### src/rtl/ecc7264_pkg.sv
package ecc7264_pkg;

    parameter int unsigned DW_W   = 64;
    parameter int unsigned CK_W   = 8;
    parameter int unsigned ROT_W  = DW_W / CK_W;
    parameter logic [DW_W-1:0] DEFAULT_BASE_MASK = 64'h0738C808099264FF;

    typedef enum logic [1:0] {
        LN_FIRST  = 2'd0,
        LN_MIDDLE = 2'd1,
        LN_LAST   = 2'd2
    } line_state_e;

    // Rotate the base pattern left by k whole bytes.
    function automatic logic [DW_W-1:0] rot_mask(input logic [DW_W-1:0] base,
                                                 input int unsigned k);
        logic [DW_W-1:0] m;
        m = base;
        for (int unsigned r = 0; r < k; r++) begin
            m = {m[DW_W-ROT_W-1:0], m[DW_W-1:DW_W-ROT_W]};
        end
        return m;
    endfunction

    function automatic int unsigned ones_in(input logic [CK_W-1:0] v);
        int unsigned n;
        n = 0;
        for (int unsigned b = 0; b < CK_W; b++) begin
            n = n + int'(v[b]);
        end
        return n;
    endfunction

endpackage

### src/rtl/ecc_line_fsm.sv
module ecc_line_fsm
    import ecc7264_pkg::*;
#(
    parameter int unsigned LINE_DW = 4
) (
    input  logic               clk,
    input  logic               rst,
    input  logic               dw_valid,
    input  logic               dw_single,
    input  logic               dw_multi,
    output logic               line_valid,
    output logic [LINE_DW-1:0] line_bad,
    output logic               line_single,
    output logic               line_multi
);

    localparam int unsigned SLOT_W = (LINE_DW > 1) ? $clog2(LINE_DW) : 1;
    localparam logic [SLOT_W-1:0] SLOT_PRE_LAST = SLOT_W'(LINE_DW - 2);

    line_state_e        state_q, state_nx;
    logic [SLOT_W-1:0]  slot_q, slot_nx;
    logic [LINE_DW-1:0] flag_vec;
    logic [LINE_DW-1:0] acc_bad;
    logic               acc_single;
    logic               acc_multi;
    logic               dw_bad;

    assign dw_bad = dw_single | dw_multi;

    always_comb begin
        for (int k = 0; k < int'(LINE_DW); k++) begin
            flag_vec[k] = dw_bad && (slot_q == SLOT_W'(int'(LINE_DW) - 1 - k));
        end
    end

    // State register
    always_ff @(posedge clk) begin
        if (rst) begin
            state_q <= LN_FIRST;
            slot_q  <= '0;
        end else begin
            state_q <= state_nx;
            slot_q  <= slot_nx;
        end
    end

    // Next state
    always_comb begin
        state_nx = state_q;
        slot_nx  = slot_q;
        unique case (state_q)
            LN_FIRST: begin
                if (dw_valid) begin
                    slot_nx  = SLOT_W'(1);
                    state_nx = (LINE_DW == 2) ? LN_LAST : LN_MIDDLE;
                end
            end
            LN_MIDDLE: begin
                if (dw_valid) begin
                    slot_nx = slot_q + SLOT_W'(1);
                    if (slot_q == SLOT_PRE_LAST) begin
                        state_nx = LN_LAST;
                    end
                end
            end
            LN_LAST: begin
                if (dw_valid) begin
                    slot_nx  = '0;
                    state_nx = LN_FIRST;
                end
            end
            default: begin
                slot_nx  = '0;
                state_nx = LN_FIRST;
            end
        endcase
    end

    // Outputs and accumulation
    always_ff @(posedge clk) begin
        if (rst) begin
            acc_bad     <= '0;
            acc_single  <= 1'b0;
            acc_multi   <= 1'b0;
            line_valid  <= 1'b0;
            line_bad    <= '0;
            line_single <= 1'b0;
            line_multi  <= 1'b0;
        end else begin
            line_valid <= 1'b0;
            if (dw_valid) begin
                unique case (state_q)
                    LN_FIRST: begin
                        acc_bad    <= flag_vec;
                        acc_single <= dw_single;
                        acc_multi  <= dw_multi;
                    end
                    LN_MIDDLE: begin
                        acc_bad    <= acc_bad | flag_vec;
                        acc_single <= acc_single | dw_single;
                        acc_multi  <= acc_multi | dw_multi;
                    end
                    LN_LAST: begin
                        line_valid  <= 1'b1;
                        line_bad    <= acc_bad | flag_vec;
                        line_single <= acc_single | dw_single;
                        line_multi  <= acc_multi | dw_multi;
                    end
                    default: begin
                        acc_bad <= '0;
                    end
                endcase
            end
        end
    end

endmodule

### config.mk
export PLATFORM = sky130hd
export DESIGN_NAME = ecc_line_fsm
export DESIGN_NICKNAME = d
export VERILOG_FILES = /design/src/rtl/ecc7264_pkg.sv /design/src/rtl/ecc_line_fsm.sv
export SDC_FILE = /design/constraint.sdc
export NUM_CORES = 1
export LEC_CHECK = 0
export ABC_AREA = 1
export BUFFER_PORTS_ARGS = -buffer_cell sky130_fd_sc_hd__clkbuf_2
export CORE_MARGIN = 3
export CORE_UTILIZATION = 40
export CTS_BUF_LIST = sky130_fd_sc_hd__clkbuf_4 sky130_fd_sc_hd__clkbuf_8
export CTS_CLUSTER_SIZE = 40
export DETAILED_ROUTE_END_ITERATION = 12
export SLEW_MARGIN = 20
export SYNTH_ARGS = -nofsm -noshare
export SYNTH_HDL_FRONTEND = slang
export SYNTH_SLANG_ARGS = --single-unit
### constraint.sdc
create_clock -name clk -period 1.8 [get_ports clk]
set_clock_uncertainty 0.15 [all_clocks]
set_input_delay 0.45 -clock clk [delete_from_list [all_inputs] [get_ports clk]]
set_output_delay 0.45 -clock clk [all_outputs]
set_load 0.05 [all_outputs]
==> run_results.csv, run 1 <==
group,metric,value,unit
critical_path,cp_slowest_cell,"dfxtp_1",
floorplan,io_pins,12,
critical_path,start_kind,"flip-flop",
worst_hold_path,hold_path.class,"primary input to flip-flop",
clocking,cts_setup_buffers,0,
timing,worstMarginPinSlew,0.277,ns
synth,synthDistinctLibCells,13,
pwr,ir_worst_vdd,0.507,mV
timing,fin_tns_setup,0,ns
critical_path,critical-path-top-delay-family,"flip-flops",
critical_path,timing.rr.end,"line_bad[1]$_SDFFE_PP0P_",
timing,hold_viol,0,
clocking,tritoncts,"built",
clocking,cts_buffers,3,
worst_hold_path,hold_depth,3,
route,ant_nets,0,
critical_path,cpPeakStageDelay,0.34,ns
layout,drive_gt1_frac,0.162,
placement,dp_hpwl,1.13,mm
critical_path,crit_path_end_kind,"output port",
timing,period_share,0.834,
global_routing,grt_use_total,0.135,
layout,area_growth,15.0,%
floorplan,start_util,0.431,
synth,syn_nets,112,
worst_hold_path,hold_path_end,"acc_multi$_SDFFE_PP0P_",
synth,ys_ff_latch,17,
layout,antenna_cells,0,
timing,fmax,0.666,GHz
route,wl_per_cell,10.2,um
layout,nets,127,
floorplan,die_w,49.4,um
clocking,cts-resized-gates,0,
timing,drv_slew,0,
flow_run,maxCapViolCount,0,
route,drtIter0Drc,17,
placement,io_buffers,11,
critical_path,cp.required,1.20,ns
global_routing,grt_max_degree,14,
route,wirelength,1.45,mm
global_routing,grt_pass1_vias,567,
floorplan,rows,15,
floorplan,dieHeight,49.4,um
critical_path,critPathLaunch,"line_multi$_SDFFE_PP0P_",
timing,finalSetupViolations,0,
clocking,root_buffer,"clkbuf_4",
critical_path,rrSetupSlack,0.49,ns
critical_path,crit_fanout,2,
global_routing,grt_overflow,0,
synth,syn_area_per_cell,7.30,sq um
route,vias,639,
critical_path,critPathBufInv,1,
timing,slew_headroom,0.815,
critical_path,crit_cells,1,
route,routed_via_density,4.50,
global_routing,grt_pass1_wl,2.45,mm
synth,synth_cells,103,
worst_hold_path,hp-start,"dw_multi",
status,status,"completed",
pwr,powerDensity,781,nW/um^2
timing,finalCriticalPeriod,1.50,ns
clocking,cts.clk_slew.worst_paths,0.09,ns
synth,yosys_warnings,0,
critical_path,crit_chain,"clkbuf_2",
floorplan,core,1750,sq um
placement,place_congestion,0.771,
critical_path,reg2reg_depth,6,
synth,syn_area,752,sq um
clocking,clkLatencyLatePin,0.29,ns
placement,place_inst,138,
timing,rsz0062_at_grt,"no",
clocking,htree_num_levels,1,
route,firstDrtPassIters,4,
synth,yosysSeqAreaShare,0.453,
critical_path,critPathKind,"flip-flop to output port",
critical_path,critical_path_arrival,0.90,ns
floorplan,die_area,2440,sq um
pwr,power.leakage,0.401,nW
route,drc,0,
critical_path,r2r_start,"slot_q[0]$_SDFFE_PP0P_",
layout,fin_cells,142,
clocking,clockBufferDepth,2,
clocking,holdBufCountCts,0,
clocking,cts_num_sinks,17,
global_routing,antenna_found_initial,0,
[cells by family (layout without fill, tap and decap cells)]
group / after synthesis / after routing / synth area share
flops: 17 / 17 / 0.453
fa+ha+maj: 4 / 4 / 0.0666
simple gates: 46 / 46 / 0.265
buf+inv: 16 / 30 / 0.0799
compound gates: 20 / 20 / 0.136
[worst reg2reg max path, stage by stage (launching register included)]
cell and delay, ns:
dfxtp_1 0.38, inv_1 0.09, ha_1 0.24, inv_1 0.09, o21bai_1 0.08, nor2_1 0.11
nor2_1 0.05
[placed cells by master (no fill, tap or decap)]
cell | netlist | final
inv_1 | 14 | 14
inv_2 | 1 | 1
dfxtp_1 | 17 | 17
nand2_2 | 1 | 1
o21ai_0 | 7 | 7
clkbuf_4 | 0 | 4
nand2_1 | 25 | 25
nor2_1 | 11 | 11
ha_1 | 4 | 4
a21oi_1 | 12 | 12
nor2_4 | 2 | 2
clkbuf_2 | 0 | 11
nand3_1 | 7 | 7
o21bai_1 | 1 | 1
[metal layers]
metal	share of wire	track usage	vias to the layer above	wire, um
li1	-	-	351	-
met1	0.48	0.155	272	693
met2	0.45	0.205	11	650
met3	0.048	0.0550	5	70
met4	0.025	0.0853	0	36
met5	0	0	-	0
[synthesized netlist by cell type]
master	instances	area, sq um
nor2_4	2	22.5
nor2_1	11	41.3
clkbuf_1	1	3.75
ha_1	4	50.1
nand3_1	7	35.0
nand2_2	1	6.26
a21oi_1	12	60.1
inv_1	14	52.6
o21bai_1	1	7.51
nand2_1	25	93.8
inv_2	1	3.75
dfxtp_1	17	340
o21ai_0	7	35.0
[how the worst max path moves through the flow]
stage | slack [ns] | endpoint
finish | 0.30 | line_multi
global route | 0.23 | line_multi
CTS | 0.28 | line_multi
detailed placement | 0.37 | acc_single$_SDFFE_PP0P_
global placement | 0.38 | acc_multi$_SDFFE_PP0P_
floorplan | 0.60 | line_multi
[flip-flops by register name, summed over array words and instances, names as in the netlist]
name,flops
line_bad,4
line_valid,1
slot_q,2
line_single,1
acc_single,1
line_multi,1
acc_bad,4
acc_multi,1
state_q,2
[metrics by stage]
step	worst slack [ns]	hold slack, ns	power (mW)	utilization	instance area [sq um]
finish	0.299	0.261	0.675	0.495	865
CTS	0.276	0.249	0.688	0.495	865
floorplan	0.597	0.286	0.447	-	752
global route	0.234	0.249	0.711	0.495	865
global placement	0.376	0.299	0.467	0.478	835
detailed placement	0.368	0.309	0.468	0.478	835
[area by class of cell]
cell class | count | area [sq um]
clock buffer | 4 | 30.0
multi-input combinational | 70 | 352
timing repair buffer | 11 | 55.1
tap | 25 | 31.3
fill | 191 | 881
inverter | 15 | 56.3
sequential | 17 | 340
[power by group]
part / switching (mW) / internal [mW] / leakage, nW
clock network: 0.115 / 0.101 / 0.0184
logic: 0.0432 / 0.0208 / 0.245
registers: 0.00830 / 0.387 / 0.138
total: 0.166 / 0.509 / 0.401
No activity file was read; power rests on OpenSTA's default activity.
==> run 2: changes to the inputs <==
==> constraint.sdc (replaced) <==
create_clock -name clk -period 1.6 [get_ports clk]
set_clock_uncertainty 0.15 [all_clocks]
set_input_delay 0.4 -clock clk [delete_from_list [all_inputs] [get_ports clk]]
set_output_delay 0.4 -clock clk [all_outputs]
set_load 0.05 [all_outputs]
==> run_results.csv, run 2 (synthesized netlist as in run 1, its figures left out) <==
group,metric,value,unit
placement,dp_hpwl,1.16,mm
clocking,root_buffer,"clkbuf_4",
timing,hold_viol,0,
timing,worstMarginPinSlew,0.276,ns
placement,io_buffers,11,
placement,dpl_cell_area,842,sq um
clocking,cts.clk_slew.worst_paths,0.09,ns
flow_run,maxCapViolCount,0,
global_routing,grt_overflow,0,
clocking,cts_num_sinks,17,
timing,rsz0062_at_grt,"no",
placement,dp_slack,0.208,ns
floorplan,rows,15,
floorplan,die_area,2440,sq um
critical_path,critPathLaunch,"line_multi$_SDFFE_PP0P_",
pwr,design_power_total,0.739,mW
timing,fin_tns_setup,0,ns
pwr,seqPwrFrac,0.601,
critical_path,critical-path-top-delay-family,"flip-flops",
layout,drive_gt1_frac,0.169,
route,ant_nets,0,
route,firstDrtPassIters,4,
worst_hold_path,hold_path.class,"primary input to flip-flop",
clocking,clockBufferDepth,2,
layout,nets,128,
pwr,p_clk_frac,0.298,
critical_path,crit_path_end_kind,"output port",
layout,fin_util,0.498,
pwr,ir_worst_vdd,0.436,mV
clocking,tritoncts,"built",
critical_path,cp_slowest_cell,"dfxtp_1",
clocking,holdBufCountCts,0,
placement,place_congestion,0.736,
route,vias,670,
clocking,cts_setup_buffers,0,
timing,drv_slew,0,
clocking,cts_buffers,3,
floorplan,dieHeight,49.4,um
pwr,p_sw,0.186,mW
floorplan,die_w,49.4,um
critical_path,cp.required,1.05,ns
route,routed_via_density,4.69,
pwr,p_comb_frac,0.101,
critical_path,crit_fanout,2,
pwr,switching_share,0.251,
route,drtIter0Drc,15,
layout,final_cell_mix,"nand2_1, dfxtp_1, inv_1",
timing,finalCriticalPeriod,1.45,ns
timing,finalSetupViolations,0,
route,drc,0,
layout,antenna_cells,0,
floorplan,core,1750,sq um
floorplan,start_util,0.431,
timing,period_share,0.908,
clocking,clkLatencyLatePin,0.29,ns
floorplan,io_pins,12,
route,wirelength,1.49,mm
global_routing,grt_pass1_wl,2.58,mm
timing,fmax,0.688,GHz
timing,slew_headroom,0.817,
status,status,"completed",
critical_path,critPathKind,"flip-flop to output port",
timing,finalWorstSetupSlack,0.147,ns
worst_hold_path,hp-start,"dw_multi",
critical_path,critPathBufInv,1,
pwr,powerDensity,849,nW/um^2
layout,final_common_cell,"nand2_1",
critical_path,crit_chain,"clkbuf_2",
layout,fillers,183,
global_routing,grt_pass1_vias,613,
route,wl_per_cell,10.4,um
layout,reg_top3,"acc_bad (4), line_bad (4)",
pwr,p_int,0.553,mW
pwr,power.leakage,0.406,nW
critical_path,critical_path_arrival,0.90,ns
global_routing,grt_max_degree,13,
critical_path,start_kind,"flip-flop",
layout,stdcell_area,870,sq um
layout,area_growth,15.6,%
global_routing,antenna_found_initial,0,
critical_path,r2r_start,"slot_q[0]$_SDFFE_PP0P_",
critical_path,cpPeakStageDelay,0.34,ns
global_routing,grt_use_total,0.137,
clocking,htree_num_levels,1,
clocking,cts-resized-gates,0,
-- run 2: cell types whose count changed in the layout (fill, tap and decap cells not counted) --
| cell | delta |
|---|---|
| clkbuf_4 | -1 |
| buf_4 | +1 |
| clkinv_2 | +1 |
-- run 2: layout make-up --
type / instances / area, sq um / area share
flip-flops and latches: 17 / 340 / 0.391
clock buffers: 3 / 22.5 / 0.0259
inverters: 15 / 56.3 / 0.0647
clock inverters: 1 / 5.00 / 0.00576
repair buffers: 12 / 62.6 / 0.0719
multi-input cells: 70 / 352 / 0.404
well taps: 25 / 31.3 / 0.0360
-- run 2: metrics by stage --
stage,hold WS (ns),cells
floorplan,0.286,103
global placement,0.298,139
detailed placement,0.303,139
CTS,0.213,143
global route,0.224,143
finish,0.220,143
-- run 2: path summary, 6_finish.rpt --
check                                                end  slack, ns  cells after the start
worst min-delay path              acc_multi$_SDFFE_PP0P_       0.22                      3
worst max-delay path                          line_multi       0.15                      1
worst min register to register    acc_multi$_SDFFE_PP0P_       0.31                      2
worst max register to register  line_bad[1]$_SDFFE_PP0P_       0.34                      6
-- run 2: power by group through the flow --
stage	Clock [mW]	Sequential, mW	Combinational [mW]
after global routing	0.247	0.446	0.0855
final	0.220	0.444	0.0747
after floorplan	0	0.452	0.0504
after CTS	0.231	0.444	0.0747
after global placement	0	0.454	0.0729
after detailed placement	0	0.453	0.0746
-- run 2: per-layer routing --
layer,wire [um],share of wire,vias to the layer above,GRT usage
met1,725,0.49,302,0.168
met5,0,0,-,0
li1,-,-,355,-
met2,691,0.46,11,0.225
met4,7,0.0047,0,0.0284
met3,67,0.045,2,0.0550
==> run 3: changes to the inputs <==
--- a/config.mk
+++ b/config.mk
@@ -8,11 +8,12 @@
 export ABC_AREA = 1
 export BUFFER_PORTS_ARGS = -buffer_cell sky130_fd_sc_hd__clkbuf_2
 export CORE_MARGIN = 3
-export CORE_UTILIZATION = 40
+export CORE_UTILIZATION = 56
 export CTS_BUF_LIST = sky130_fd_sc_hd__clkbuf_4 sky130_fd_sc_hd__clkbuf_8
 export CTS_CLUSTER_SIZE = 40
 export DETAILED_ROUTE_END_ITERATION = 12
-export SLEW_MARGIN = 20
+export PLACE_DENSITY = 0.79
+export SLEW_MARGIN = 15
 export SYNTH_ARGS = -nofsm -noshare
 export SYNTH_HDL_FRONTEND = slang
 export SYNTH_SLANG_ARGS = --single-unit
==> run_results.csv, run 3 (synthesized netlist as in run 1, its figures left out) <==
group,metric,value,unit
status,status,"completed",
route,drtIter0Drc,9,
clocking,htree_num_levels,1,
critical_path,critical-path-top-delay-family,"flip-flops",
timing,hold_viol,0,
route,ant_nets,0,
timing,worstMarginPinSlew,0.276,ns
route,routed_via_density,5.01,
worst_hold_path,hp-start,"dw_single",
placement,place_congestion,0.854,
route,vias,661,
floorplan,start_util,0.634,
placement,dp_hpwl,1.10,mm
pwr,power.leakage,0.406,nW
flow_run,maxCapViolCount,0,
worst_hold_path,hold_path_end,"acc_single$_SDFFE_PP0P_",
layout,fin_cells,132,
global_routing,antenna_found_initial,0,
placement,io_buffers,11,
layout,area_growth,13.8,%
clocking,cts-resized-gates,0,
clocking,holdBufCountCts,0,
global_routing,grt_pass1_wl,2.20,mm
clocking,cts.clk_slew.worst_paths,0.09,ns
pwr,powerDensity,869,nW/um^2
critical_path,crit_fanout,2,
global_routing,grt_pass1_vias,526,
pwr,ir_worst_vdd,0.542,mV
clocking,cts_buffers,3,
clocking,cts_setup_buffers,0,
global_routing,grt_use_total,0.164,
layout,nets,128,
floorplan,core,1190,sq um
route,firstDrtPassIters,4,
critical_path,cpPeakStageDelay,0.35,ns
critical_path,timing.rr.end,"line_bad[1]$_SDFFE_PP0P_",
critical_path,cp_slowest_cell,"dfxtp_1",
critical_path,critical_path_arrival,0.92,ns
layout,reg_top3,"acc_bad (4), line_bad (4)",
worst_hold_path,hold_depth,3,
placement,place_inst,128,
floorplan,die_w,42.6,um
critical_path,cp.required,1.05,ns
critical_path,critPathBufInv,1,
global_routing,grt_max_degree,13,
layout,antenna_cells,0,
floorplan,die_area,1820,sq um
layout,final_cell_mix,"nand2_1, dfxtp_1, inv_1",
critical_path,crit_chain,"clkbuf_2",
timing,finalSetupViolations,0,
layout,drive_gt1_frac,0.169,
critical_path,reg2reg_depth,6,
timing,hold_ws,0.218,ns
timing,period_share,0.918,
critical_path,start_kind,"flip-flop",
route,wirelength,1.40,mm
clocking,root_buffer,"clkbuf_4",
timing,slew_headroom,0.817,
clocking,tritoncts,"built",
critical_path,rrSetupSlack,0.30,ns
layout,fillers,94,
critical_path,crit_path_end_kind,"output port",
floorplan,io_pins,12,
layout,final_common_cell,"nand2_1",
worst_hold_path,hold_path.class,"primary input to flip-flop",
floorplan,rows,12,
timing,finalCriticalPeriod,1.47,ns
critical_path,critPathKind,"flip-flop to output port",
clocking,clockBufferDepth,2,
floorplan,dieHeight,42.6,um
critical_path,r2r_start,"slot_q[0]$_SDFFE_PP0P_",
timing,drv_slew,0,
timing,rsz0062_at_grt,"no",
clocking,clkLatencyLatePin,0.29,ns
route,drc,0,
timing,fmax,0.681,GHz
clocking,cts_num_sinks,17,
global_routing,grt_overflow,0,
route,wl_per_cell,10.6,um
timing,fin_tns_setup,0,ns
run 3: worst max path at each step:
stage / slack (ns) / to / cells past startpoint / start
floorplan: 0.45 / line_multi / 0 / line_multi$_SDFFE_PP0P_
CTS: 0.12 / line_multi / 1 / line_multi$_SDFFE_PP0P_
detailed placement: 0.22 / acc_single$_SDFFE_PP0P_ / 6 / dw_valid
global placement: 0.24 / acc_multi$_SDFFE_PP0P_ / 6 / dw_valid
global route: 0.08 / line_multi / 1 / line_multi$_SDFFE_PP0P_
finish: 0.13 / line_multi / 1 / line_multi$_SDFFE_PP0P_
run 3: final cells by class:
type	count	area [sq um]	area share
sequential	17	340	0.398
clock buffer	3	22.5	0.0263
inverter	15	56.3	0.0658
tap	14	17.5	0.0205
clock inverter	1	5.00	0.00585
timing repair buffer	12	62.6	0.0731
multi-input combinational	70	352	0.411
run 3: through the flow:
stage          setup WS, ns  instance area [sq um]  power, mW   util
6_report              0.131                    856      0.743  0.722
3_5_place_dp          0.220                    828      0.526  0.698
5_1_grt              0.0809                    856      0.779  0.722
4_1_cts               0.118                    856      0.751  0.722
3_3_place_gp          0.236                    828      0.525  0.698
2_1_floorplan         0.447                    752      0.502      -
run 3: power by group:
| group | leakage [nW] | internal (mW) | switching (mW) |
|---|---|---|---|
| combinational | 0.250 | 0.0250 | 0.0477 |
| clock | 0.0177 | 0.0931 | 0.134 |
| sequential | 0.138 | 0.435 | 0.00883 |
| total | 0.406 | 0.553 | 0.190 |
run 3: routing by layer:
metal	global-route usage	routed length (um)	vias to the layer above
met5	0	0	-
met2	0.225	538	14
met4	0.112	40	0
met1	0.223	760	285
met3	0.0386	63	5
li1	-	-	357
